[config.mk]
export PLATFORM = sky130hd
export DESIGN_NAME = dcache2w
export DESIGN_NICKNAME = d
export VERILOG_FILES = /design/src/rtl/dc_pkg.sv /design/src/rtl/dc_word_bank.sv /design/src/rtl/dc_tag_store.sv /design/src/rtl/dc_ctrl.sv /design/src/rtl/dc_stat.sv /design/src/rtl/dcache2w.sv
export SDC_FILE = /design/constraint.sdc
export NUM_CORES = 1
export LEC_CHECK = 0
export BUFFER_PORTS_ARGS = -buffer_cell sky130_fd_sc_hd__buf_4
export CAP_MARGIN = 20
export CORE_MARGIN = 2
export CORE_UTILIZATION = 55
export CTS_CLUSTER_DIAMETER = 80
export CTS_CLUSTER_SIZE = 28
export DETAILED_ROUTE_END_ITERATION = 10
export GPL_ROUTABILITY_DRIVEN = 0
export PLACE_DENSITY = 0.79
export SLEW_MARGIN = 20
export SYNTH_ARGS = -nofsm -noshare
export SYNTH_HDL_FRONTEND = slang
export SYNTH_HIERARCHICAL = 1
export SYNTH_SLANG_ARGS = --single-unit
[constraint.sdc]
create_clock -name clk -period 19.72 [get_ports clk]
set_input_delay 2.958 -clock clk [delete_from_list [all_inputs] [get_ports clk]]
set_output_delay 2.958 -clock clk [all_outputs]
set_load 0.005 [all_outputs]
[src/rtl/dc_pkg.sv]
package dc_pkg;

  typedef enum logic [1:0] {
    ST_IDLE = 2'd0,
    ST_WB   = 2'd1,
    ST_FILL = 2'd2
  } dc_state_e;

  // prefer an empty way, otherwise follow the recency bit
  function automatic logic pick_victim(input logic v0, input logic v1, input logic lru);
    if (!v0)      return 1'b0;
    else if (!v1) return 1'b1;
    else          return lru;
  endfunction

endpackage

[src/rtl/dc_word_bank.sv]
module dc_word_bank #(
  parameter int DATA_W = 32,
  parameter int DEPTH  = 8,
  parameter int AW     = $clog2(DEPTH)
) (
  input  logic              clk,
  input  logic              we,
  input  logic [AW-1:0]     waddr,
  input  logic [DATA_W-1:0] wdata,
  input  logic              re,
  input  logic [AW-1:0]     raddr,
  output logic [DATA_W-1:0] rdata
);

  logic [DATA_W-1:0] mem [DEPTH];

  always_ff @(posedge clk) begin
    if (we) mem[waddr] <= wdata;
  end

  // read register holds its value while re is low
  always_ff @(posedge clk) begin
    if (re) rdata <= mem[raddr];
  end

endmodule

[src/rtl/dc_tag_store.sv]
module dc_tag_store
  import dc_pkg::*;
#(
  parameter int TAG_W = 8,
  parameter int IDX_W = 2
) (
  input  logic             clk,
  input  logic             rst,
  input  logic [IDX_W-1:0] lk_idx,
  input  logic [TAG_W-1:0] lk_tag,
  output logic             hit,
  output logic             hit_way,
  output logic             vict_way,
  output logic             vict_dirty,
  output logic [TAG_W-1:0] vict_tag,
  input  logic             upd_en,
  input  logic             upd_install,
  input  logic [IDX_W-1:0] upd_idx,
  input  logic             upd_way,
  input  logic [TAG_W-1:0] upd_tag,
  input  logic             upd_dirty
);

  localparam int NUM_SETS = 1 << IDX_W;
  localparam int NUM_WAYS = 2;

  logic [NUM_WAYS-1:0][NUM_SETS-1:0] valid_q;
  logic [NUM_WAYS-1:0][NUM_SETS-1:0] dirty_q;
  logic [NUM_SETS-1:0]               lru_q;
  logic [TAG_W-1:0]                  tag_q [NUM_WAYS][NUM_SETS];
  logic [NUM_WAYS-1:0]               match;

  for (genvar w = 0; w < NUM_WAYS; w++) begin : g_cmp
    assign match[w] = valid_q[w][lk_idx] && (tag_q[w][lk_idx] == lk_tag);
  end

  assign hit        = |match;
  assign hit_way    = match[1];
  assign vict_way   = pick_victim(valid_q[0][lk_idx], valid_q[1][lk_idx], lru_q[lk_idx]);
  assign vict_dirty = valid_q[vict_way][lk_idx] && dirty_q[vict_way][lk_idx];
  assign vict_tag   = tag_q[vict_way][lk_idx];

  always_ff @(posedge clk) begin
    if (rst) begin
      valid_q <= '0;
      dirty_q <= '0;
      lru_q   <= '0;
    end else if (upd_en) begin
      lru_q[upd_idx] <= ~upd_way;
      if (upd_install) begin
        valid_q[upd_way][upd_idx] <= 1'b1;
        dirty_q[upd_way][upd_idx] <= upd_dirty;
      end else if (upd_dirty) begin
        dirty_q[upd_way][upd_idx] <= 1'b1;
      end
    end
  end

  always_ff @(posedge clk) begin
    if (upd_en && upd_install) tag_q[upd_way][upd_idx] <= upd_tag;
  end


  one_way_match_chk: assert property (@(posedge clk) disable iff (rst)
    !(match[0] && match[1]));

endmodule

[src/rtl/dc_ctrl.sv]
module dc_ctrl
  import dc_pkg::*;
#(
  parameter int ADDR_W = 12,
  parameter int DATA_W = 32,
  parameter int OFF_W  = 2,
  parameter int IDX_W  = 2,
  parameter int TAG_W  = ADDR_W - OFF_W - IDX_W
) (
  input  logic              clk,
  input  logic              rst,
  input  logic              cpu_req,
  input  logic              cpu_we,
  input  logic [OFF_W-1:0]  cpu_off,
  input  logic [IDX_W-1:0]  cpu_idx,
  input  logic [TAG_W-1:0]  cpu_tag,
  input  logic [DATA_W-1:0] cpu_wdata,
  input  logic              hit,
  input  logic              hit_way,
  input  logic              vict_way,
  input  logic              vict_dirty,
  input  logic [TAG_W-1:0]  vict_tag,
  input  logic              mem_ready,
  output logic              accept,
  output logic              fill_done,
  output logic              cpu_ready,
  output logic              rsp_valid,
  output logic              mem_req,
  output logic              mem_we,
  output logic [ADDR_W-1:0] mem_addr,
  output logic              q_we,
  output logic [OFF_W-1:0]  q_off,
  output logic [IDX_W-1:0]  q_idx,
  output logic [DATA_W-1:0] q_wdata,
  output logic              q_way,
  output logic              upd_en,
  output logic              upd_install,
  output logic              upd_way,
  output logic [IDX_W-1:0]  upd_idx,
  output logic [TAG_W-1:0]  upd_tag,
  output logic              upd_dirty
);

  localparam logic [OFF_W-1:0] OFF_ZERO = '0;

  dc_state_e        state_q;
  logic [TAG_W-1:0] q_tag;

  assign accept    = cpu_req && cpu_ready;
  assign fill_done = (state_q == ST_FILL) && mem_ready;

  always_ff @(posedge clk) begin
    if (rst) begin
      state_q   <= ST_IDLE;
      cpu_ready <= 1'b1;
      rsp_valid <= 1'b0;
      mem_req   <= 1'b0;
      mem_we    <= 1'b0;
      mem_addr  <= '0;
    end else begin
      rsp_valid <= (accept && hit) || fill_done;
      case (state_q)
        ST_IDLE: begin
          if (accept && !hit) begin
            cpu_ready <= 1'b0;
            mem_req   <= 1'b1;
            if (vict_dirty) begin
              state_q  <= ST_WB;
              mem_we   <= 1'b1;
              mem_addr <= {vict_tag, cpu_idx, OFF_ZERO};
            end else begin
              state_q  <= ST_FILL;
              mem_we   <= 1'b0;
              mem_addr <= {cpu_tag, cpu_idx, OFF_ZERO};
            end
          end
        end
        ST_WB: begin
          if (mem_ready) begin
            state_q  <= ST_FILL;
            mem_we   <= 1'b0;
            mem_addr <= {q_tag, q_idx, OFF_ZERO};
          end
        end
        ST_FILL: begin
          if (mem_ready) begin
            state_q   <= ST_IDLE;
            mem_req   <= 1'b0;
            cpu_ready <= 1'b1;
          end
        end
        default: state_q <= ST_IDLE;
      endcase
    end
  end

  // pending request, captured on every accepted edge
  always_ff @(posedge clk) begin
    if (accept) begin
      q_we    <= cpu_we;
      q_off   <= cpu_off;
      q_idx   <= cpu_idx;
      q_tag   <= cpu_tag;
      q_wdata <= cpu_wdata;
      q_way   <= vict_way;
    end
  end

  always_comb begin
    upd_en      = (accept && hit) || fill_done;
    upd_install = fill_done;
    upd_way     = fill_done ? q_way : hit_way;
    upd_idx     = fill_done ? q_idx : cpu_idx;
    upd_tag     = q_tag;
    upd_dirty   = fill_done ? q_we : cpu_we;
  end


  miss_stall_chk: assert property (@(posedge clk) disable iff (rst)
    (accept && !hit) |=> (!cpu_ready && mem_req));


  hit_resp_chk: assert property (@(posedge clk) disable iff (rst)
    (accept && hit) |=> (rsp_valid && cpu_ready && !mem_req));


  wb_then_fill_chk: assert property (@(posedge clk) disable iff (rst)
    (mem_req && mem_we && mem_ready) |=> (mem_req && !mem_we));


  mem_hold_chk: assert property (@(posedge clk) disable iff (rst)
    (mem_req && !mem_ready) |=> (mem_req && $stable(mem_addr) && $stable(mem_we)));


  ready_idle_chk: assert property (@(posedge clk) disable iff (rst)
    cpu_ready |-> (state_q == ST_IDLE));

endmodule

[src/rtl/dc_stat.sv]
module dc_stat #(
  parameter int CNT_W = 32
) (
  input  logic             clk,
  input  logic             rst,
  input  logic             acc_inc,
  input  logic             hit_inc,
  output logic [CNT_W-1:0] acc_cnt,
  output logic [CNT_W-1:0] hit_cnt
);

  // both counters stop at all-ones; the access count reaches it first
  always_ff @(posedge clk) begin
    if (rst) begin
      acc_cnt <= '0;
      hit_cnt <= '0;
    end else begin
      if (acc_inc && (acc_cnt != '1)) acc_cnt <= acc_cnt + 1'b1;
      if (hit_inc && (hit_cnt != '1)) hit_cnt <= hit_cnt + 1'b1;
    end
  end


  hit_le_acc_chk: assert property (@(posedge clk) disable iff (rst)
    hit_cnt <= acc_cnt);


  hit_needs_acc_chk: assert property (@(posedge clk) disable iff (rst)
    hit_inc |-> acc_inc);

endmodule

[src/rtl/dcache2w.sv]
module dcache2w #(
  parameter int DATA_W     = 32,
  parameter int ADDR_W     = 12,
  parameter int LINE_WORDS = 4,
  parameter int NUM_SETS   = 4,
  parameter int CNT_W      = 32
) (
  input  logic                         clk,
  input  logic                         rst,
  input  logic                         cpu_req,
  input  logic                         cpu_we,
  input  logic [ADDR_W-1:0]            cpu_addr,
  input  logic [DATA_W-1:0]            cpu_wdata,
  output logic                         cpu_ready,
  output logic                         cpu_rsp_valid,
  output logic [DATA_W-1:0]            cpu_rdata,
  output logic                         mem_req,
  output logic                         mem_we,
  output logic [ADDR_W-1:0]            mem_addr,
  output logic [DATA_W*LINE_WORDS-1:0] mem_wline,
  input  logic [DATA_W*LINE_WORDS-1:0] mem_rline,
  input  logic                         mem_ready,
  output logic [CNT_W-1:0]             hit_count,
  output logic [CNT_W-1:0]             access_count
);

  localparam int OFF_W     = $clog2(LINE_WORDS);
  localparam int IDX_W     = $clog2(NUM_SETS);
  localparam int TAG_W     = ADDR_W - OFF_W - IDX_W;
  localparam int RAM_DEPTH = 2 * NUM_SETS;
  localparam int RAM_AW    = IDX_W + 1;

  logic [OFF_W-1:0] cpu_off;
  logic [IDX_W-1:0] cpu_idx;
  logic [TAG_W-1:0] cpu_tag;

  assign cpu_off = cpu_addr[OFF_W-1:0];
  assign cpu_idx = cpu_addr[OFF_W +: IDX_W];
  assign cpu_tag = cpu_addr[ADDR_W-1 -: TAG_W];

  logic             hit, hit_way, vict_way, vict_dirty;
  logic [TAG_W-1:0] vict_tag;
  logic             accept, fill_done;
  logic             q_we, q_way;
  logic [OFF_W-1:0] q_off;
  logic [IDX_W-1:0] q_idx;
  logic [DATA_W-1:0] q_wdata;
  logic             upd_en, upd_install, upd_way, upd_dirty;
  logic [IDX_W-1:0] upd_idx;
  logic [TAG_W-1:0] upd_tag;

  dc_tag_store #(.TAG_W(TAG_W), .IDX_W(IDX_W)) u_tags (
    .clk         (clk),
    .rst         (rst),
    .lk_idx      (cpu_idx),
    .lk_tag      (cpu_tag),
    .hit         (hit),
    .hit_way     (hit_way),
    .vict_way    (vict_way),
    .vict_dirty  (vict_dirty),
    .vict_tag    (vict_tag),
    .upd_en      (upd_en),
    .upd_install (upd_install),
    .upd_idx     (upd_idx),
    .upd_way     (upd_way),
    .upd_tag     (upd_tag),
    .upd_dirty   (upd_dirty)
  );

  dc_ctrl #(
    .ADDR_W(ADDR_W), .DATA_W(DATA_W), .OFF_W(OFF_W), .IDX_W(IDX_W), .TAG_W(TAG_W)
  ) u_ctrl (
    .clk         (clk),
    .rst         (rst),
    .cpu_req     (cpu_req),
    .cpu_we      (cpu_we),
    .cpu_off     (cpu_off),
    .cpu_idx     (cpu_idx),
    .cpu_tag     (cpu_tag),
    .cpu_wdata   (cpu_wdata),
    .hit         (hit),
    .hit_way     (hit_way),
    .vict_way    (vict_way),
    .vict_dirty  (vict_dirty),
    .vict_tag    (vict_tag),
    .mem_ready   (mem_ready),
    .accept      (accept),
    .fill_done   (fill_done),
    .cpu_ready   (cpu_ready),
    .rsp_valid   (cpu_rsp_valid),
    .mem_req     (mem_req),
    .mem_we      (mem_we),
    .mem_addr    (mem_addr),
    .q_we        (q_we),
    .q_off       (q_off),
    .q_idx       (q_idx),
    .q_wdata     (q_wdata),
    .q_way       (q_way),
    .upd_en      (upd_en),
    .upd_install (upd_install),
    .upd_way     (upd_way),
    .upd_idx     (upd_idx),
    .upd_tag     (upd_tag),
    .upd_dirty   (upd_dirty)
  );

  dc_stat #(.CNT_W(CNT_W)) u_stat (
    .clk     (clk),
    .rst     (rst),
    .acc_inc (accept),
    .hit_inc (accept && hit),
    .acc_cnt (access_count),
    .hit_cnt (hit_count)
  );

  // one RAM per word position; a fill writes all of them in one edge
  logic [DATA_W-1:0] bank_q    [LINE_WORDS];
  logic [DATA_W-1:0] fill_word [LINE_WORDS];
  logic [RAM_AW-1:0] rd_addr, wr_addr;

  assign rd_addr = {(hit ? hit_way : vict_way), cpu_idx};
  assign wr_addr = fill_done ? {q_way, q_idx} : {hit_way, cpu_idx};

  for (genvar k = 0; k < LINE_WORDS; k++) begin : g_bank
    logic bank_we;
    assign fill_word[k] = (q_we && (q_off == OFF_W'(k))) ? q_wdata
                                                         : mem_rline[k*DATA_W +: DATA_W];
    assign bank_we = fill_done ||
                     (accept && hit && cpu_we && (cpu_off == OFF_W'(k)));

    dc_word_bank #(.DATA_W(DATA_W), .DEPTH(RAM_DEPTH)) u_bank (
      .clk   (clk),
      .we    (bank_we),
      .waddr (wr_addr),
      .wdata (fill_done ? fill_word[k] : cpu_wdata),
      .re    (accept),
      .raddr (rd_addr),
      .rdata (bank_q[k])
    );

    assign mem_wline[k*DATA_W +: DATA_W] = bank_q[k];
  end

  // after a fill the answer comes from a bypass register, not the RAM
  logic [OFF_W-1:0]  off_q;
  logic [DATA_W-1:0] byp_q;
  logic              byp_sel_q;

  always_ff @(posedge clk) begin
    if (rst) begin
      byp_sel_q <= 1'b0;
      off_q     <= '0;
      byp_q     <= '0;
    end else if (accept) begin
      off_q     <= cpu_off;
      byp_sel_q <= 1'b0;
    end else if (fill_done) begin
      byp_q     <= fill_word[q_off];
      byp_sel_q <= 1'b1;
    end
  end

  assign cpu_rdata = byp_sel_q ? byp_q : bank_q[off_q];


  line_base_chk: assert property (@(posedge clk) disable iff (rst)
    mem_req |-> (mem_addr[OFF_W-1:0] == '0));

endmodule

======== Word level (Yosys, flattened, before mapping) ========
Memories as Yosys holds them, arrays and structs flattened. A register that Yosys moved wholly into a read port is not among the register bits.
Index checks and enable logic that the tools add are counted.
storage, ports and cells
  flip-flop bits (word level) ............. 183
  memory bits (writable) .................. 1088
  input port bits ......................... 177
  memories kept ........................... 5
operators by class
  add/sub/neg operators ................... 2
  order comparisons ....................... 11
  equality and inequality tests ........... 15
  muxes and demuxes ....................... 83
  bitwise operators ....................... 8
  reductions and logical operators ........ 42
memories
  memory                depth  bits a word  rd ports  clocked after Yosys merged registers in  write ports  line                source
  g_bank[0].u_bank.mem  8      32           1         1                                        1            dc_word_bank.sv:15  logic [DATA_W-1:0] mem [DEPTH];
  g_bank[1].u_bank.mem  8      32           1         1                                        1            dc_word_bank.sv:15
  g_bank[2].u_bank.mem  8      32           1         1                                        1            dc_word_bank.sv:15
  g_bank[3].u_bank.mem  8      32           1         1                                        1            dc_word_bank.sv:15
  u_tags.tag_q          2      32           3         0                                        1            dc_tag_store.sv:30  logic [TAG_W-1:0] tag_q [NUM_WAYS][NUM_SETS];
operators with widths
  cell                                                                  number
  32-bit two-way mux                                                    14
  32-bit binary-select mux with 2-bit select                            2
  8-bit two-way mux                                                     9
  32-bit by 1-bit adder with 32-bit output, second input constant       2
  32-bit != test, second input constant                                 2
  8-bit binary-select mux with 2-bit select                             3
  12-bit two-way mux                                                    3
  1-bit two-way mux                                                     26
  12-bit one-hot mux with 2 select lines                                1
  1-bit logical AND                                                     22
  4-bit two-way mux                                                     5
  8-bit demux with 2-bit select                                         1
  8-bit == test                                                         2
  8-bit OR                                                              2
  3-bit greater-or-equal comparator, second input constant              4
  2-bit NOT with 3-bit output                                           4
  1-bit binary-select mux with 2-bit select                             5
  2-bit == test, second input constant                                  5
  2-bit two-way mux                                                     5
  3-bit AND reduction                                                   3
  8-bit bitwise mux                                                     1
  2-bit by 1-bit == test with 1-bit output, second input constant       3
  2-bit logical NOT                                                     3
  2-bit by 3-bit < comparator with 1-bit output, second input constant  2
  18 further kinds                                                      32

======== Longest topological paths before layout ========
Gate-level depths: netlist of run 1.
  word-level depth ........................ 14
  mapped depth ............................ 14

======== Hierarchy ========
The synthesis of run 1 kept the hierarchy.
by module, submodules not included
  module        times used  cells an instance  area an instance (µm²)  sequential area each (µm²)
  dc_word_bank  4           415                10786.6                 8648.3
  dcache2w      1           902                6542.5                  700.7
  dc_tag_store  1           251                3957.5                  2322.2
  dc_stat       1           341                3075.4                  1281.2
  dc_ctrl       1           148                2285.9                  1701.6

======== Least setup slack after synthesis of run 1 ========
No wires, ideal clock.
  path type ............................... in2reg
  start ................................... input port cpu_req
  end ..................................... memory g_bank[1].u_bank.mem[0][0], enable pin
  setup time .............................. 0.461 ns
  arrival ................................. 9.641 ns
  setup slack ............................. 9.618 ns
  stages .................................. 6
  path buffers ............................ 0
  cells stage by stage .................... nand2_1 > inv_1 > nand4b_1 > o21bai_1 > nand2b_1 > nor3_1
between the ends
  longest elaborated chain between the ends .. 7
ends and longest elaborated chain
  element                                  line                source
  from (decl)                              dcache2w.sv:10      input logic cpu_req,
  1-bit logical AND                        dc_ctrl.sv:49       assign accept = cpu_req && cpu_ready;
  net accept                               dcache2w.sv:43      logic accept, fill_done;
  1-bit logical AND (3 in a row)           dcache2w.sv:129     (accept && hit && cpu_we && (cpu_off == OFF_W'(k)));
  1-bit logical OR                         dcache2w.sv:128     assign bank_we = fill_done ||
  net g_bank[1].bank_we                    dcache2w.sv:125     logic bank_we;
  1-bit two-way mux                        dc_word_bank.sv:18  if (we) mem[waddr] <= wdata;
  1-bit two-way mux (not written as such)  dc_word_bank.sv:18
  to (decl)                                dc_word_bank.sv:15
The timed path passes the listed nets, and every way through them passes these cells.

======== Worst setup path after layout of run 1 ========
  start ................................... input port cpu_addr[2]
  end ..................................... register g_bank[0].u_bank.rdata[15], read port of g_bank[0].u_bank.mem (data pin)
between the ends
  longest elaborated chain between the ends .. 8
  elaborated cells on any way between the ends .. 21
  those cells by class .................... eq/ne: 2; mux: 15; bitwise: 1; reduce/logical: 3
ends and longest elaborated chain
  element                                               line                source
  from (decl)                                           dcache2w.sv:12      input logic [ADDR_W-1:0] cpu_addr,
  2-bit NOT with 3-bit output (not written as such)     dc_tag_store.sv:34  assign match[w] = valid_q[w][lk_idx] && (tag_q[w][lk_idx] == lk_tag);
  8-bit binary-select mux with 2-bit select             dc_tag_store.sv:34
  8-bit two-way mux (not written as such) (2 in a row)  dc_tag_store.sv:34
  8-bit == test                                         dc_tag_store.sv:34
  1-bit logical AND                                     dc_tag_store.sv:34
  2-bit OR reduction                                    dc_tag_store.sv:37  assign hit = |match;
  1-bit two-way mux                                     dcache2w.sv:121     assign rd_addr = {(hit ? hit_way : vict_way), cpu_idx};
  to (decl)                                             dc_word_bank.sv:12  output logic [DATA_W-1:0] rdata
Parallel ways exist; a longest one is shown, timed or not. The select of a mux whose other input is x is not followed.
A chain may end at the register's enable or synchronous reset.

==> out/metrics.yaml, run 1 <==
sta:
  fin_skew_ns: 0.06253
  setup_ws_ns: 11.83
  hold_viol: 0
  setup_tns_ns: 0
  rsz0062_at_grt: "false"
  period_needed_ns: 7.890
  max_freq_mhz: 126.7
  slew_headroom_pct: 2.483
  worstMarginPinSlew_ns: 1.463
  fin_crit_sh_pct: 40.01
  setup_violations: 0
  slew_violations: 0
route:
  ant_nets: 0
  drc: 0
  post_drt_via_cell_ratio: 6.826
  dr.pass1.iters: 6
  wl_per_cell_um: 34.64
  first_iter_violations: 5405
  vias: 34770
  wirelength_um: 176400
clocking:
  cts_tree: "yes"
  root_buffer: "clkbuf_16"
  cts_buffer_depth: 3
  path_clk_slew_ns: 0.10
  post_cts_resized: 0
  postCtsSetupBuffers: 0
  postCtsHoldBufs: 0
  htreeDepth: 2
  clk-insertion-delay-late_ns: 0.76
  clock_sinks: 1397
  cts_made_buffers: 61
pwr:
  max-vdd-ir-drop_mv: 0.08797
  p_leak_nw: 21.72
  finalPower_w: 0.005513
  power_density_mw_per_mm2: 84.16
finish:
  syn_to_final_growth_pct: 11.02
  drive_gt1_share_pct: 27.30
  nets: 3823
  stdcell_count: 5094
synth:
  syn_area_per_cell_um2: 17.87
  synthArstFlopShare_pct: 0
  syn-instance-count: 3302
  synthTopCellsByArea: "edfxtp_1 64%, mux4_1 7.6%, mux4_2 5.9%"
  yosysWarningCount: 6
  ys.flop_type: "edfxtp_1"
  synthesis.area_mm2: 0.05901
  ys_ff_latch: 1397
  synth_top_area_share_pct: 64.22
  synth_cell_types: 70
  yosys.area.top_type: "edfxtp_1"
  synth_edf_count: 1262
  yosysSeqAreaShare_pct: 68.80
flow_run:
  drv_cap: 0
critical_path:
  crit_chain: "buf_8 > buf_4 > buf_4 > buf_4 > buf_4 > buf_4 > mux4_1 > mux2_2"
  crit_path_max_fanout: 54
  crit_top_cell: "buf_4"
  slowest_stage: "buf_4"
  required_ns: 20.19
  crit_family: "buffers and inverters"
  reg2reg_from: "u_tags/tag_q[1][29]$_DFFE_PP_"
  rrSetupSlack_ns: 14.69
  cp_num_cells: 8
  slowest_delay_ns: 0.94
  cp-start-kind: "primary input"
  cp.arrival_ns: 8.36
  path_buf_inv: 6
  crit_path_end_kind: "flop"
  crit_type: "primary input to flop"
  r2r.worst_path.cells: 9
  worstSetupStartpoint: "cpu_addr[2]"
global_route:
  grt_overflow_total: 0
  first_global_vias: 33224
  grt.total_usage_pct: 31.70
  grt_pass1_wl_um: 245900
  antenna_found_initial: 15
  grt_max_degree: 155
floorplanning:
  core_mm2: 0.1068
  rows: 120
  start_util_pct: 55.28
  dieArea_mm2: 0.1099
  die-height_um: 331.5
  ioPinCount: 417
  die_w_um: 331.5
run_status:
  status: "finished, final reports clean"
place:
  port_buffers: 414
  dp_slack_ns: 11.11
  hpwl_um: 113000
  place_inst: 4984
worst_hold_path:
  whs_path_depth: 2
  worstHoldPathType: "flop to flop"
  min_from: "u_ctrl/mem_addr[4]$_SDFFE_PP0P_"
==> worst register-to-register path, stage by stage, from the launching register on <==
cell and delay [ns]:
edfxtp_1 0.42, mux4_1 0.53, xnor2_1 0.22, nand4_1 0.17
nor3_1 0.59, a41o_1 0.39, mux2_8 0.75, buf_12 0.87
mux4_2 0.54, mux2_2 0.28
==> report_power, final <==
part / switching, W / internal, W
combinational: 0.000339 / 0.000212
sequential: 0.0000772 / 0.00333
clock: 0.000931 / 0.000623
total: 0.00135 / 0.00417
==> logic make-up after synthesis <==
group                    Yosys count  share of synthesized area, %
flip-flops                      1397                         68.80
AND/OR/NAND/NOR                  713                         5.651
multiplexers                     612                         18.78
AO/OA/AOI/OAI                    287                         3.463
buffers and inverters            218                         2.188
XOR/XNOR                          72                         1.069
adder cells (fa/ha/maj)            2                       0.04240
other                              1                      0.006355
==> worst paths after layout <==
check | end
max | g_bank[0].u_bank/rdata[15]$_DFFE_PP_
min | u_ctrl/mem_addr[4]$_SDFFE_PP0P_
max reg2reg | g_bank[2].u_bank/rdata[21]$_DFFE_PP_
min reg2reg | u_ctrl/mem_addr[4]$_SDFFE_PP0P_
==> cell usage after synthesis (3+ instances only) <==
master and n:
edfxtp_1 1262, nand2_1 316, mux2_2 208, nor2_1 186, mux4_1 170, mux4_2 154, dfxtp_1 135, a31oi_1 132
mux2i_1 78, buf_2 69, clkbuf_1 60, nand2b_1 50, buf_6 44, xor2_1 44, o211ai_1 40, a311oi_1 37
nor3_1 35, o22a_1 32, xnor2_1 28, nand4_1 26, a21oi_1 24, nand3_1 24, buf_1 19, buf_4 13
and3_1 11, inv_1 10, and4_1 8, nor2b_1 7, nand3b_1 6, o21ai_0 6, and2_1 5, a211oi_1 4
and3_2 4, nor4_1 4, a41o_1 3, nor3b_1 3
==> routing by layer <==
metal	up-vias	global-route usage, %	wire [um]
met2	2831	48.28	80190
met1	17542	44.20	63390
met5	-	1.086	253
met4	14	11.78	7552
li1	13961	-	-
met3	422	8.489	25050
==> sequential cells by signal (all words and copies together), names as in the netlist, 2 cells and up <==
register             flops
byp_q                   32
g_bank.u_bank/mem     1024
g_bank.u_bank/rdata    128
off_q                    2
u_ctrl/mem_addr         10
u_ctrl/q_idx             2
u_ctrl/q_off             2
u_ctrl/q_wdata          32
u_ctrl/state_q           2
u_ctrl/upd_tag           8
u_stat/acc_cnt          32
u_stat/hit_cnt          32
u_tags/dirty_q           8
u_tags/lru_q             4
u_tags/tag_q            64
u_tags/valid_q           8
==> metrics by stage <==
step / hold slack [ns] / utilization (%) / area, um^2
5_1_grt: 0.4888 / 61.35 / 65500
3_5_place_dp: 0.4474 / 59.51 / 63530
6_report: 0.4594 / 61.36 / 65510
4_1_cts: 0.4624 / 61.31 / 65450
2_1_floorplan: 0.4462 / - / 59010
3_3_place_gp: 0.4488 / 59.49 / 63500
==> cell type report <==
cell class | instances | area, um^2
diodes | 6 | 15.01
clock buffers | 86 | 1640
clock inverters | 18 | 277.8
fillers | 7350 | 41240
inverters | 11 | 48.80
multi-input cells | 1688 | 17460
flip-flops and latches | 1397 | 40610
well taps | 1403 | 1755
repair buffers | 485 | 3710
==> placed cells by master (no fill, tap or decap), types with 6 or more instances in the layout <==
cell	instances
mux2i_1	78
clkbuf_1	23
a21oi_1	24
nand3_1	23
nand2b_1	50
a31oi_1	123
a31oi_2	9
o22a_1	32
and3_1	10
o21ai_0	6
nor3_1	25
buf_4	477
nand2_1	316
dfxtp_1	132
diode_2	6
mux2_2	207
nand3b_1	6
nand4_1	26
nor3_2	10
mux4_2	154
a311oi_1	37
nor2_1	162
nor2_4	26
and4_1	8
edfxtp_1	1262
inv_1	9
mux4_1	170
xnor2_1	28
clkbuf_16	61
nor2b_1	6
xor2_1	44
o211ai_1	40
Note: power is estimated with default switching activity, not from simulation.
==> run 2: changes to the inputs <==
Clock period 19.72 ns to 8 ns, I/O delays scaled along.
==> out/metrics.yaml, run 2 (synthesis results as in run 1) <==
finish:
  nets: 3840  # +0.44%
  mostFrequentLayoutCells: "1262 x edfxtp_1, 476 x buf_4, 316 x nand2_1"
  n_fill_cell: 7215  # -1.8%
  final_common_cell: "edfxtp_1"
  top_regs: "g_bank.u_bank/mem x1024, g_bank.u_bank/rdata x128, u_tags/tag_q x64"
  multi_input_area_mm2: 0.01756  # +0.59%
  top_register: "g_bank.u_bank/mem"
  syn_to_final_growth_pct: 11.96
  drive_gt1_share_pct: 28.24  # +0.94 points
  largest_reg_flops: 1024  # unchanged
  regArea_mm2: 0.04061  # about the same
floorplanning:
  rows: 120  # unchanged
  start_util_pct: 55.28  # unchanged
  die_w_um: 331.5  # unchanged
  core_mm2: 0.1068  # unchanged
  dieArea_mm2: 0.1099  # unchanged
  die-height_um: 331.5  # unchanged
  ioPinCount: 417  # unchanged
route:
  ant_nets: 0  # unchanged
  wl_met3_um: 26090  # +4.1%
  wirelength_um: 172900  # -2.0%
  vias: 34459  # -0.89%
  first_iter_violations: 4766  # -12%
  top_layer_used: "met5"
  wl_per_cell_um: 33.86  # -2.2%
  drc: 0  # unchanged
  dr.pass1.iters: 6  # unchanged
  wl_met1_um: 60410  # -4.7%
  post_drt_via_cell_ratio: 6.750  # -1.1%
  dr_wl_met2_um: 77130  # -3.8%
global_route:
  grt_max_degree: 169  # +9.0%
  grt_pass1_wl_um: 241900  # -1.7%
  grt_overflow_total: 0  # unchanged
  first_global_vias: 33038  # -0.56%
  grt.total_usage_pct: 31.09  # -0.60 points
  antenna_found_initial: 19  # +4
critical_path:
  cp.arrival_ns: 6.13  # -2.23 ns
  crit_chain: "buf_8 > mux4_1 > xnor2_1 > nand3_1 > nor3_1 > a41o_1 > and2_1 > a41o_1 > nand2b_1 > nor3_2 > buf_4"
  required_ns: 8.37  # -11.82 ns
  slowest_delay_ns: 0.95  # about the same
  cp-start-kind: "primary input"
  crit_type: "primary input to flop"
  rrSetupSlack_ns: 2.91  # -11.78 ns
  crit_path_max_fanout: 48  # -11%
  crit_path_end_kind: "flop"
  slowest_stage: "nor3_2"
  crit_top_cell: "a41o_1"
flow_run:
  drv_cap: 0  # unchanged
sta:
  hold_ws_ns: 0.4668  # +0.007333 ns
  slew_headroom_pct: 11.16  # +8.7 points
  worstMarginPinSlew_ns: 1.326  # -0.1364 ns
  rsz0062_at_grt: "false"
  setup_tns_ns: 0  # unchanged
  hold_viol: 0  # unchanged
  fin_crit_sh_pct: 72.02
  slew_violations: 0  # unchanged
  fin_skew_ns: 0.03161  # -0.03092 ns
  setup_ws_ns: 2.238  # -9.592 ns
  period_needed_ns: 5.762
  max_freq_mhz: 173.6
  setup_violations: 0  # unchanged
clocking:
  postCtsSetupBuffers: 0  # unchanged
  clock_sinks: 1397  # unchanged
  cts_buffer_depth: 3  # unchanged
  path_clk_slew_ns: 0.11  # about the same
  clk-insertion-delay-late_ns: 0.67  # -0.09 ns
  post_cts_resized: 0  # unchanged
  postCtsHoldBufs: 0  # unchanged
  cts_tree: "yes"
  root_buffer: "clkbuf_16"
  htreeDepth: 3  # +1
  cts_made_buffers: 66  # +8.2%
worst_hold_path:
  worstHoldPathType: "flop to flop"
pwr:
  finalPower_w: 0.01380  # +150%
  max-vdd-ir-drop_mv: 0.1606  # +83%
  power_density_mw_per_mm2: 208.9  # +150%
  p_leak_nw: 21.92  # +0.94%
place:
  hpwl_um: 117300  # +3.8%
  dp_slack_ns: 1.590  # -9.516 ns
  port_buffers: 414  # unchanged
run_status:
  status: "finished, final reports clean"
run 2: worst paths after layout:
check | from | to | cells past startpoint
worst max-delay path | cpu_addr[2] | g_bank[3].u_bank/mem[0][7]$_DFFE_PP_ | 11
worst min-delay path | u_ctrl/mem_addr[5]$_SDFFE_PP0P_ | u_ctrl/mem_addr[5]$_SDFFE_PP0P_ | 2
worst min register to register | u_ctrl/mem_addr[5]$_SDFFE_PP0P_ | u_ctrl/mem_addr[5]$_SDFFE_PP0P_ | 2
worst max register to register | u_tags/tag_q[1][16]$_DFFE_PP_ | g_bank[3].u_bank/mem[0][7]$_DFFE_PP_ | 10
run 2: final cells by class:
cell class	instances	share of cell area, %
timing repair buffer	497	6.081
sequential	1397	61.46
multi-input combinational	1688	26.58
antenna	2	0.007575
tap	1403	2.657
clock buffer	83	2.629
inverter	11	0.06818
clock inverter	24	0.5170
run 2: layer usage:
layer,vias to the layer above,global-route usage [%]
li1,14015,-
met1,17395,41.60
met2,2631,46.24
met3,408,10.49
met4,10,14.76
met5,-,0
run 2: metrics by stage:
stage | util, % | instances | instance area (um^2)
global placement | 59.50 | 4982 | 63520
CTS | 61.70 | 5100 | 65870
finish | 61.89 | 5105 | 66070
detailed placement | 59.76 | 4993 | 63790
global route | 61.88 | 5103 | 66060
floorplan | - | 3303 | 59020
run 2: power breakdown:
group          leakage (nW)  switching, W  internal, W
Sequential             12.6      0.000222      0.00821
Clock                  1.00       0.00232      0.00166
Combinational          8.37      0.000850     0.000534
Total                  21.9       0.00340       0.0104
run 2: critical path: cells and delay by family:
family          cells  cell delay, ns
compound gates      2            0.84
buf+inv             2            0.75
xor+xnor            1            0.22
simple gates        5            2.35
mux                 1            0.64
